`src/rtl/scan_pos_pkg.sv`:
```
package scan_pos_pkg;
  localparam int STEP_W  = 16;
  localparam int FRAC_W  = 15;
  localparam int PHASE_W = 6;
  localparam logic [STEP_W-1:0] UNITY = 16'h8000;

  typedef enum logic [1:0] {
    SEL_HSTEP = 2'd0,
    SEL_VSTEP = 2'd1,
    SEL_HPER  = 2'd2,
    SEL_NONE  = 2'd3
  } cfg_sel_e;

  function automatic logic [STEP_W-1:0] cap_step(input logic [STEP_W-1:0] v);
    return (v > UNITY) ? UNITY : v;
  endfunction
endpackage

```
`src/rtl/scan_pos_cfg.sv`:
```
module scan_pos_cfg
  import scan_pos_pkg::*;
#(
  parameter logic [STEP_W-1:0] HPER_RST = 16'h5400
) (
  input  logic              clk,
  input  logic              rst_n,
  input  logic              we,
  input  logic [1:0]        addr,
  input  logic [STEP_W-1:0] wdata,
  output logic [STEP_W-1:0] hstep,
  output logic [STEP_W-1:0] vstep,
  output logic [STEP_W-1:0] hper
);
  localparam int NRATIO = 2;
  logic [STEP_W-1:0] ratio_q [NRATIO];

  for (genvar g = 0; g < NRATIO; g++) begin : g_ratio
    always_ff @(posedge clk) begin
      if (!rst_n) begin
        ratio_q[g] <= UNITY;
      end else if (we && (addr == 2'(g))) begin
        ratio_q[g] <= cap_step(wdata);
      end
    end
  end

  always_ff @(posedge clk) begin
    if (!rst_n) begin
      hper <= HPER_RST;
    end else if (we && (cfg_sel_e'(addr) == SEL_HPER)) begin
      hper <= wdata;
    end
  end

  assign hstep = ratio_q[SEL_HSTEP];
  assign vstep = ratio_q[SEL_VSTEP];
endmodule

```
`src/rtl/scan_pos_axis.sv`:
```
module scan_pos_axis
  import scan_pos_pkg::*;
#(
  parameter int IDX_W = 12,
  localparam int ACC_W = IDX_W + FRAC_W
) (
  input  logic               clk,
  input  logic               rst_n,
  input  logic               clr,
  input  logic               add,
  input  logic [STEP_W-1:0]  step,
  output logic [IDX_W-1:0]   idx,
  output logic [PHASE_W-1:0] phase
);
  logic [ACC_W-1:0] acc_q;

  always_ff @(posedge clk) begin
    if (!rst_n) begin
      acc_q <= '0;
    end else if (clr) begin
      acc_q <= '0;
    end else if (add) begin
      acc_q <= acc_q + ACC_W'(step);
    end
  end

  assign idx   = acc_q[ACC_W-1:FRAC_W];
  assign phase = acc_q[FRAC_W-1 -: PHASE_W];
endmodule

```
`src/rtl/scan_pos_accum.sv`:
```
module scan_pos_accum
  import scan_pos_pkg::*;
#(
  parameter int HIDX_W = 12,
  parameter int VIDX_W = 11,
  parameter logic [15:0] HPER_RST = 16'h5400
) (
  input  logic               clk,
  input  logic               rst_n,
  input  logic               cfg_we,
  input  logic [1:0]         cfg_addr,
  input  logic [15:0]        cfg_wdata,
  input  logic               frame_start,
  input  logic               line_start,
  input  logic               disp_active,
  output logic               out_valid,
  input  logic               out_ready,
  output logic [HIDX_W-1:0]  out_hidx,
  output logic [PHASE_W-1:0] out_hphase,
  output logic [VIDX_W-1:0]  out_vidx,
  output logic [PHASE_W-1:0] out_vphase,
  output logic [15:0]        hper_emul
);
  logic [STEP_W-1:0] hstep, vstep;
  logic first_line_q;
  logic xfer, row_add;

  scan_pos_cfg #(.HPER_RST(HPER_RST)) u_cfg (
    .clk(clk), .rst_n(rst_n), .we(cfg_we), .addr(cfg_addr), .wdata(cfg_wdata),
    .hstep(hstep), .vstep(vstep), .hper(hper_emul)
  );

  assign out_valid = disp_active && !line_start && !frame_start;
  assign xfer      = out_valid && out_ready;
  assign row_add   = line_start && !frame_start && !first_line_q;

  always_ff @(posedge clk) begin
    if (!rst_n) begin
      first_line_q <= 1'b0;
    end else if (frame_start) begin
      first_line_q <= !line_start;
    end else if (line_start) begin
      first_line_q <= 1'b0;
    end
  end

  scan_pos_axis #(.IDX_W(HIDX_W)) u_hax (
    .clk(clk), .rst_n(rst_n), .clr(frame_start || line_start), .add(xfer),
    .step(hstep), .idx(out_hidx), .phase(out_hphase)
  );

  scan_pos_axis #(.IDX_W(VIDX_W)) u_vax (
    .clk(clk), .rst_n(rst_n), .clr(frame_start), .add(row_add),
    .step(vstep), .idx(out_vidx), .phase(out_vphase)
  );
endmodule

```
`config.mk`:
```
export PLATFORM = sky130hd
export DESIGN_NAME = scan_pos_accum
export DESIGN_NICKNAME = d
export VERILOG_FILES = /design/src/rtl/scan_pos_pkg.sv /design/src/rtl/scan_pos_cfg.sv /design/src/rtl/scan_pos_axis.sv /design/src/rtl/scan_pos_accum.sv
export SDC_FILE = /design/constraint.sdc
export NUM_CORES = 1
export LEC_CHECK = 0
export ABC_AREA = 1
export BUFFER_PORTS_ARGS = -buffer_cell sky130_fd_sc_hd__clkbuf_2
export CAP_MARGIN = 20
export CORE_ASPECT_RATIO = 0.8
export CORE_UTILIZATION = 45
export CTS_CLUSTER_SIZE = 10
export DETAILED_ROUTE_END_ITERATION = 10
export SLEW_MARGIN = 10
export SYNTH_ARGS = -nofsm -noshare
export SYNTH_HDL_FRONTEND = slang
export SYNTH_SLANG_ARGS = --single-unit
```
`constraint.sdc`:
```
create_clock -name clk -period 2.46 [get_ports clk]
set_input_delay 0.246 -clock clk [delete_from_list [all_inputs] [get_ports clk]]
set_output_delay 0.246 -clock clk [all_outputs]
set_load 0.01 [all_outputs]
```
Yosys cells after proc, flatten, opt, wreduce, memory -nomap -nowiden:

Memory sizes are Yosys's and may differ from the RTL's.
Index checks and enable logic that the tools add are counted.
Widths: inputs -> output; s select.

* reduce and logical (&&, ||, !) cells: 16
* bitwise gates (word level): 3
* muxes and demuxes: 12
* $lt $le $gt $ge: 1
* equality and inequality tests: 2
* add/sub/neg operators: 2

Operator list (number)
* $mux 16: 3
* $add 27x16->27: 1
* $add 26x16->26: 1
* $gt 16x16->1 const B: 1
* $mux 1: 9
* $logic_and 1x1->1: 8
* $reduce_or 2->1: 2
* $logic_not 1->1: 3
* $eq 2x1->1 const B: 1
* $eq 2x2->1 const B: 1
* $logic_not 2->1: 1
* $or 1x1->1: 2
* $reduce_bool 2->1: 1
* $logic_or 1x1->1: 1
* $not 1->1: 1

* memories kept: 1
* bits of input ports: 25
* word-level logic and storage cells: 41
* memory bits (writable): 32
* output and inout bits: 52
* bits in registers: 70

Memory list
* u_cfg.ratio_q: depth 2, bits a word 16, read ports 2, clocked after Yosys merged registers in 0, write ports 2, RTL line scan_pos_cfg.sv:16 `logic [STEP_W-1:0] ratio_q [NRATIO];`

Depth between registers and ports, before layout:

Gate-level depths: netlist of the first run.

* word-level depth: 6
* depth in mapped cells: 14

Hierarchy:

From an unflattened synthesis of the first run, not the netlist that was laid out.

* cell total of the unflattened synthesis: 975
* area total of the unflattened synthesis: 6627.6 µm²

By module, submodules not included
* scan_pos_axis at u_hax: seq. area each 540.5 µm², cells each 404, instances 1, area an instance 2433.6 µm²
* scan_pos_axis at u_vax: seq. area each 520.5 µm², cells each 381, instances 1, area an instance 2285.9 µm²
* scan_pos_cfg: seq. area each 1281.2 µm², cells each 178, instances 1, area an instance 1838.0 µm²
* scan_pos_accum: seq. area each 20.0 µm², cells each 12, instances 1, area an instance 70.1 µm²

Worst setup path after synthesis of the first run:

No wires, ideal clock.

* path type: in2reg
* start: input port cfg_we
* end: memory u_cfg.ratio_q[0][0] (enable)
* buffers on the path: 0
* data arrival time: 1.571 ns
* path slack: 0.475 ns
* stages: 2
* library setup time: 0.415 ns
* cells stage by stage: inv_1 o31ai_1

RTL lines
* from (decl): RTL line scan_pos_accum.sv:10 `input logic cfg_we,`
* to (decl): RTL line scan_pos_cfg.sv:16

Final worst setup path of the first run:

* start: register u_vax.acc_q[0]
* end: register u_vax.acc_q[20]

* cells in the longest elaborated chain, start to end: 1

RTL lines
* from (decl): RTL line scan_pos_axis.sv:15 `logic [ACC_W-1:0] acc_q;`
* from (signal assigned): RTL line scan_pos_axis.sv:23 `acc_q <= acc_q + ACC_W'(step);`
* $add 26x16->26: RTL line scan_pos_axis.sv:23

No other way between the ends.
A chain may end at the register's enable or synchronous reset.

==> metrics.txt, run 1 <==
# TYPE chip_impl_metric gauge
chip_impl_metric{name="fin_worst_skew",unit="ps"} 10.7
chip_impl_metric{name="number_of_buffers_created_by_cts",unit=""} 9
chip_impl_metric{name="final_area",unit="sq um"} 7130
chip_impl_metric{name="synthesized_area_fraction_occupied_by_xor_and_xnor_cells",unit=""} 0.0214
chip_impl_info{name="crit-reg2reg-capture",value="u_vax.acc_q[20]"} 1
chip_impl_metric{name="cts.path.max_buffers",unit=""} 2
chip_impl_metric{name="r2r_cells",unit=""} 13
chip_impl_metric{name="cts-hold-fix-buffers",unit=""} 0
chip_impl_metric{name="final_max_slew_viol_count",unit=""} 0
chip_impl_info{name="worst_setup_path_end_kind",value="flip-flop"} 1
chip_impl_metric{name="grt_pass1_wl",unit="um"} 25400
chip_impl_metric{name="post-route-drc-count",unit=""} 0
chip_impl_metric{name="clkTransAtPathRegs",unit="ps"} 70
chip_impl_info{name="startpoint",value="u_vax.acc_q[0]"} 1
chip_impl_metric{name="yosys.cell_types.count",unit=""} 43
chip_impl_info{name="status",value="complete, no violations"} 1
chip_impl_info{name="timing_worst_setup_path_type",value="reg2reg"} 1
chip_impl_metric{name="grt_pass1_vias",unit=""} 4944
chip_impl_metric{name="post_synth_inst_count",unit=""} 936
chip_impl_metric{name="clock-sinks",unit=""} 102
chip_impl_metric{name="timing_worst_slew_pin_value",unit="ps"} 738
chip_impl_metric{name="timing.critical_path.arrival",unit="ps"} 2300
chip_impl_metric{name="grt_antenna_before_repair",unit=""} 0
chip_impl_metric{name="ir_worst_vdd",unit="V"} 0.000390
chip_impl_metric{name="hold_violations",unit=""} 0
chip_impl_metric{name="grt_start_max_net_pins",unit=""} 37
chip_impl_metric{name="synth-simple-area-share",unit=""} 0.332
chip_impl_metric{name="setup.reg_to_reg.worst_slack",unit="ps"} 410
chip_impl_metric{name="yosys-mux-area-fraction",unit=""} 0
chip_impl_metric{name="finalSetupViolations",unit=""} 0
chip_impl_info{name="tritoncts_clock_tree",value="built"} 1
chip_impl_metric{name="post_dp_cell_area",unit="sq um"} 6820
chip_impl_metric{name="async_reset_ff_frac",unit=""} 0
chip_impl_metric{name="die_height",unit="um"} 110
chip_impl_info{name="synth_ff_type",value="dfxtp_1"} 1
chip_impl_metric{name="coreArea",unit="sq um"} 14200
chip_impl_metric{name="drv_cap",unit=""} 0
chip_impl_metric{name="required_time_of_the_critical_path",unit="ps"} 2710
chip_impl_metric{name="post_route_cells_drive_above_1_share",unit=""} 0.137
chip_impl_metric{name="synth_enable_flop_cells",unit=""} 32
chip_impl_info{name="setup.worst_path.end",value="u_vax.acc_q[20]"} 1
chip_impl_info{name="clock-root-buffer",value="clkbuf_16"} 1
chip_impl_metric{name="globalplace.congestion",unit=""} 0.909
chip_impl_metric{name="ant_nets",unit=""} 0
chip_impl_metric{name="setup_total_negative_slack",unit="ps"} 0
chip_impl_info{name="most_common_cell_in_the_synthesized_netlist",value="nand2_1"} 1
chip_impl_metric{name="seq_area_frac_synth",unit=""} 0.361
chip_impl_metric{name="route.vias.total",unit=""} 5727
chip_impl_info{name="synth_top_family_by_area",value="simple AND/OR/NAND/NOR gates"} 1
chip_impl_info{name="yosysTopAreaCell",value="dfxtp_1"} 1
chip_impl_metric{name="relSlewSlack",unit=""} 0.507
chip_impl_metric{name="flow.area_growth_from_synthesis",unit="%"} 8.80
chip_impl_info{name="synth_top_cells_by_area",value="dfxtp_1, edfxtp_1, nand2_1, nor2_1, inv_1"} 1
chip_impl_metric{name="antenna-diode-count",unit=""} 0
chip_impl_metric{name="top_level_ports",unit=""} 77
chip_impl_metric{name="maxClockFrequency",unit="MHz"} 487
chip_impl_metric{name="grt_overflow_total",unit=""} 0
chip_impl_metric{name="synth-adder-area-share",unit=""} 0.0672
chip_impl_metric{name="synth.ff_latch_count",unit=""} 102
chip_impl_metric{name="initial_core_util",unit=""} 0.460
chip_impl_info{name="synth_top_cells_by_count",value="nand2_1, nor2_1, inv_1"} 1
chip_impl_metric{name="synth_compound_area_frac",unit=""} 0.0917
chip_impl_metric{name="clk-insertion-delay-late",unit="ps"} 360
chip_impl_info{name="rsz_0062_raised_after_global_routing",value="no"} 1
chip_impl_metric{name="nFillCells",unit=""} 1478
chip_impl_metric{name="hpwlAfterDp",unit="um"} 12000
chip_impl_metric{name="routedWlPerCell",unit="um"} 13.3
chip_impl_metric{name="p_leak",unit="nW"} 3.51
chip_impl_metric{name="fp.dieW",unit="um"} 137
chip_impl_metric{name="post_synth_instance_area",unit="sq um"} 6550
chip_impl_info{name="holdCritPathClass",value="in2reg"} 1
chip_impl_metric{name="power.density",unit="nW/um^2"} 525
chip_impl_info{name="crit_path_start_kind",value="flip-flop"} 1
chip_impl_metric{name="yosysWarnings",unit=""} 0
chip_impl_metric{name="ctsHtreeMaxLevel",unit=""} 3
chip_impl_metric{name="synthesized_area_per_cell",unit="sq um"} 7.00
chip_impl_metric{name="drtIter0Drc",unit=""} 343
chip_impl_metric{name="post-cts-setup-buffer-count",unit=""} 0
chip_impl_metric{name="post_cts_resize_count",unit=""} 0
chip_impl_metric{name="overall_die_area",unit="sq um"} 15000
chip_impl_info{name="r2r-start",value="u_vax.acc_q[0]"} 1
chip_impl_metric{name="firstDrtPassIters",unit=""} 5
chip_impl_metric{name="post-route-period-util",unit=""} 0.834
chip_impl_metric{name="crit_path_max_fanout",unit=""} 6
chip_impl_metric{name="num-nets-final",unit=""} 1035
chip_impl_metric{name="detail_route.vias_per_cell",unit=""} 4.92
chip_impl_metric{name="grt_usage",unit=""} 0.221
chip_impl_metric{name="period_needed",unit="ps"} 2050
chip_impl_metric{name="postRouteWirelength",unit="um"} 15500
chip_impl_metric{name="num_rows",unit=""} 39
chip_impl_metric{name="mappedNetlistNets",unit=""} 995
chip_impl_metric{name="port_buffers",unit=""} 76
chip_impl_metric{name="netlist.area_leader.share",unit=""} 0.214
-- layout by cell type (no fill, tap or decap), types with 3 or more instances in the layout --
master and instances:
dfxtp_1 70, nand3_1 69, o21a_1 7, edfxtp_1 32, nor2_2 5, nor2_1 158
nand3_2 3, inv_2 4, nand2_1 226, o21bai_1 6, o21ai_0 41, clkbuf_2 76
a21oi_1 50, ha_1 32, nand2_2 11, nor3_1 8, nor4_1 7, inv_1 110
buf_4 7, xor2_1 14, nand4_1 3, clkbuf_16 10
-- stage by stage --
| step | std cells | hold WS [ps] | setup WS, ps | power [W] | util |
|---|---|---|---|---|---|
| CTS | 1165 | 135 | 432 | 0.00378 | 0.500 |
| detailed placement | 1149 | 451 | 455 | 0.00231 | 0.479 |
| global placement | 1149 | 444 | 491 | 0.00231 | 0.479 |
| floorplan | 936 | 325 | 475 | 0.00217 | - |
| finish | 1165 | 139 | 408 | 0.00374 | 0.500 |
| global route | 1165 | 139 | 207 | 0.00391 | 0.500 |
-- logic make-up (layout without fill, tap and decap cells) --
logic type,count (synthesis),after routing
AO/OA/AOI/OAI,110,110
XOR/XNOR,16,16
adder cells (fa/ha/maj),34,34
buffers and inverters,169,214
flip-flops,102,102
AND/OR/NAND/NOR,505,505
-- power by group --
| part | internal [W] | switching [W] |
|---|---|---|
| Sequential | 0.00180 | 0.0000321 |
| Clock | 0.000810 | 0.000662 |
| Combinational | 0.000144 | 0.000298 |
-- flip-flops by register name (all words and copies together) (netlist names) --
signal and flops:
u_cfg.hper 16, first_line_q 1, u_cfg.ratio_q 32, u_vax.acc_q 26, u_hax.acc_q 27
-- routing by layer --
metal | part of all wire | track usage | up-vias
li1 | - | - | 3049
met1 | 0.56 | 0.345 | 2514
met2 | 0.37 | 0.289 | 149
met3 | 0.065 | 0.0627 | 15
met4 | 0.0082 | 0.0518 | 0
met5 | 0 | 0 | -
-- area by class of cell --
| class | instances | area, sq um | share of cell area |
|---|---|---|---|
| clock buffers | 13 | 282 | 0.0395 |
| inverters | 115 | 437 | 0.0613 |
| flip-flops and latches | 102 | 2360 | 0.331 |
| well taps | 184 | 230 | 0.0323 |
| multi-input cells | 665 | 3360 | 0.471 |
| clock inverters | 3 | 25.0 | 0.00351 |
| repair buffers | 83 | 433 | 0.0607 |
-- worst max-delay path, stage by stage (launching register included) --
cell and delay, ps:
dfxtp_1 340, ha_1 200, inv_1 70, fa_1 400, inv_1 100, nand3_1 70
nand3_1 130, nand2_1 70, nand2_1 170, nand3_1 110, nand2_2 120, nand3_1 80
nand2_1 60, nor2_1 30
-- worst min path at each step --
stage / start / end / slack [ps] / cells after the start
after floorplan: line_start / first_line_q / 330 / 1
after global placement: u_cfg.hper[12] / u_cfg.hper[12] / 440 / 2
after detailed placement: u_cfg.hper[14] / u_cfg.hper[14] / 450 / 2
after CTS: cfg_wdata[3] / u_cfg.hper[3] / 130 / 3
after global routing: cfg_wdata[2] / u_cfg.hper[2] / 140 / 3
final: cfg_wdata[2] / u_cfg.hper[2] / 140 / 3
(Power assumes the default switching activity.)
==> inputs of run 2 (changes only) <==
- PLACE_DENSITY: unset -> 0.67
- clock period: 2.46 -> 1.8 ns (I/O delays scaled with it)
==> metrics.txt, run 2 (synthesized netlist as in run 1, its figures left out) <==
# TYPE chip_impl_metric gauge
chip_impl_info{name="status",value="complete, but fails checks"} 1
chip_impl_info{name="violations",value="negative setup slack"} 1
chip_impl_metric{name="grt_usage",unit=""} 0.226
chip_impl_metric{name="num_rows",unit=""} 39
chip_impl_metric{name="drtIter0Drc",unit=""} 480
chip_impl_metric{name="cp_num_buf_inv",unit=""} 1
chip_impl_metric{name="crit_path_max_fanout",unit=""} 6
chip_impl_metric{name="ctsHtreeMaxLevel",unit=""} 3
chip_impl_metric{name="timing_worst_slew_pin_value",unit="ps"} 552
chip_impl_info{name="top_register",value="u_cfg.ratio_q"} 1
chip_impl_metric{name="fin_worst_skew",unit="ps"} 6.18
chip_impl_metric{name="number_of_buffers_created_by_cts",unit=""} 9
chip_impl_metric{name="regArea",unit="sq um"} 2370
chip_impl_metric{name="ant_nets",unit=""} 0
chip_impl_metric{name="grt_antenna_before_repair",unit=""} 0
chip_impl_info{name="hold_path_end",value="u_cfg.hper[14]"} 1
chip_impl_metric{name="antenna-diode-count",unit=""} 0
chip_impl_metric{name="final_area",unit="sq um"} 8220
chip_impl_info{name="rsz_0062_raised_after_global_routing",value="yes"} 1
chip_impl_metric{name="grt_pass1_vias",unit=""} 5325
chip_impl_metric{name="globalplace.congestion",unit=""} 0.893
chip_impl_info{name="cpMaxStageDelayCell",value="edfxtp_1"} 1
chip_impl_metric{name="route.vias.total",unit=""} 6184
chip_impl_metric{name="cpPeakStageDelay",unit="ps"} 460
chip_impl_metric{name="largest_register_ff_count",unit=""} 32
chip_impl_info{name="worst_setup_path_end_kind",value="flip-flop"} 1
chip_impl_metric{name="flow.area_growth_from_synthesis",unit="%"} 25.4
chip_impl_metric{name="post-route-period-util",unit=""} 1.03
chip_impl_metric{name="power.density",unit="nW/um^2"} 644
chip_impl_metric{name="num-nets-final",unit=""} 1076
chip_impl_metric{name="clkTransAtPathRegs",unit="ps"} 70
chip_impl_metric{name="p_leak",unit="nW"} 3.82
chip_impl_info{name="timing_worst_setup_path_type",value="reg2reg"} 1
chip_impl_info{name="holdCritPathClass",value="in2reg"} 1
chip_impl_metric{name="post_dp_cell_area",unit="sq um"} 7070
chip_impl_metric{name="routedWlPerCell",unit="um"} 14.3
chip_impl_info{name="reg_top3",value="u_cfg.ratio_q: 32 flops, u_hax.acc_q: 27 flops, u_vax.acc_q: 26 flops"} 1
chip_impl_metric{name="coreArea",unit="sq um"} 14200
chip_impl_info{name="clock-root-buffer",value="clkbuf_16"} 1
chip_impl_metric{name="fp.dieW",unit="um"} 137
chip_impl_metric{name="grt_overflow_total",unit=""} 0
chip_impl_metric{name="layout.core_utilization",unit=""} 0.577
chip_impl_metric{name="clock-sinks",unit=""} 102
chip_impl_info{name="layout_commonest_cell",value="nand2_1"} 1
chip_impl_metric{name="post-route-drc-count",unit=""} 0
chip_impl_metric{name="grt_start_max_net_pins",unit=""} 23
chip_impl_info{name="critical-path-top-cell-by-count",value="a21oi_2"} 1
chip_impl_info{name="crit-reg2reg-capture",value="u_vax.acc_q[16]"} 1
chip_impl_metric{name="hold_violations",unit=""} 0
chip_impl_metric{name="period_needed",unit="ps"} 1850
chip_impl_metric{name="top_level_ports",unit=""} 77
chip_impl_metric{name="timing.final.ws_setup",unit="ps"} -46.1
chip_impl_metric{name="overall_die_area",unit="sq um"} 15000
chip_impl_metric{name="firstDrtPassIters",unit=""} 5
chip_impl_metric{name="drv_cap",unit=""} 0
chip_impl_metric{name="relSlewSlack",unit=""} 0.631
chip_impl_metric{name="initial_core_util",unit=""} 0.460
chip_impl_info{name="hold_path.startpoint",value="cfg_wdata[14]"} 1
chip_impl_metric{name="cts.path.max_buffers",unit=""} 2
chip_impl_metric{name="holdWs",unit="ps"} 65.4
chip_impl_metric{name="multi_input_area",unit="sq um"} 4130
chip_impl_metric{name="ir_worst_vdd",unit="V"} 0.000536
chip_impl_metric{name="hpwlAfterDp",unit="um"} 12200
chip_impl_metric{name="die_height",unit="um"} 110
chip_impl_info{name="most_frequent_cells_in_the_layout",value="nand2_1, nor2_1, inv_1"} 1
chip_impl_metric{name="cts-hold-fix-buffers",unit=""} 0
chip_impl_metric{name="r2r_cells",unit=""} 8
chip_impl_info{name="tritoncts_clock_tree",value="built"} 1
chip_impl_info{name="worstPathCellList",value="ha_1, buf_4, a21oi_2, o21ai_0, a21oi_2, nand2_4, a21oi_1, nor2_1"} 1
chip_impl_metric{name="grt_pass1_wl",unit="um"} 26100
chip_impl_metric{name="postRouteWirelength",unit="um"} 17200
chip_impl_info{name="worst_path_dominant_cell_family",value="compound AO/OA/AOI/OAI gates"} 1
chip_impl_info{name="crit_path_start_kind",value="flip-flop"} 1
chip_impl_metric{name="timing.critical_path.arrival",unit="ps"} 2100
chip_impl_metric{name="setup.reg_to_reg.worst_slack",unit="ps"} -50
chip_impl_metric{name="dpl_worst_slack",unit="ps"} -171
chip_impl_metric{name="final_max_slew_viol_count",unit=""} 0
chip_impl_info{name="r2r-start",value="u_cfg.ratio_q[1][15]"} 1
chip_impl_metric{name="port_buffers",unit=""} 76
chip_impl_metric{name="clk-insertion-delay-late",unit="ps"} 370
chip_impl_metric{name="detail_route.vias_per_cell",unit=""} 5.13
chip_impl_metric{name="timing.hold.worst_path_depth",unit=""} 3
chip_impl_metric{name="nFillCells",unit=""} 1257
chip_impl_metric{name="required_time_of_the_critical_path",unit="ps"} 2060
chip_impl_metric{name="post_route_cells_drive_above_1_share",unit=""} 0.303
chip_impl_metric{name="maxClockFrequency",unit="MHz"} 542
chip_impl_metric{name="finalSetupViolations",unit=""} 4
[run 2: cell types whose count changed in the layout (fill, tap and decap cells not counted), sizes merged]
cell / change
inv: +4
clkbuf: -4
buf: +41
[run 2: what timing repair did]
action | CTS | global route
endpoints found under the setup margin | 22 | 41
resized for setup | 25 | 156
pin swaps | 8 | 43
buffers inserted | 1 | 9
[run 2: worst max-delay path by stage]
stage                         start               to  cells after the start
3_3_place_gp    u_cfg.ratio_q[1][0]  u_vax.acc_q[16]                     13
3_5_place_dp    u_cfg.ratio_q[1][0]  u_vax.acc_q[24]                     13
6_report       u_cfg.ratio_q[1][15]  u_vax.acc_q[16]                      8
5_1_grt         u_cfg.ratio_q[0][0]  u_hax.acc_q[24]                     14
2_1_floorplan   u_cfg.ratio_q[1][0]  u_vax.acc_q[16]                     13
4_1_cts         u_cfg.ratio_q[1][0]  u_vax.acc_q[16]                     13
[run 2: per-layer routing]
| metal | global-route usage | routed length (um) | up-vias |
|---|---|---|---|
| li1 | - | - | 3130 |
| met1 | 0.341 | 8540 | 2850 |
| met2 | 0.319 | 7310 | 183 |
| met3 | 0.0470 | 1080 | 21 |
| met4 | 0.0644 | 279 | 0 |
| met5 | 0 | 0 | - |
[run 2: tightest hold or removal path: stages]
cell and delay [ps]:
clkbuf_2 100, nand2_1 50, nand3_1 70
[run 2: through the flow]
step	TNS, ps	total power, W	instances
finish	-105	0.00529	1206
global route	-1810	0.00551	1206
CTS	-54.1	0.00515	1197
detailed placement	-1330	0.00319	1180
global placement	-285	0.00318	1180
floorplan	0	0.00297	936
[run 2: power breakdown]
group	switching, W	internal (W)
Clock	0.000984	0.000971
Combinational	0.000481	0.000327
Sequential	0.0000686	0.00246
[run 2: area by class of cell]
cell class / instances / area share
Clock buffer: 9 / 0.0274
Clock inverter: 7 / 0.00746
Inverter: 115 / 0.0531
Multi-Input combinational cell: 665 / 0.503
Sequential cell: 102 / 0.288
Tap cell: 184 / 0.0280
Timing Repair Buffer: 124 / 0.0930
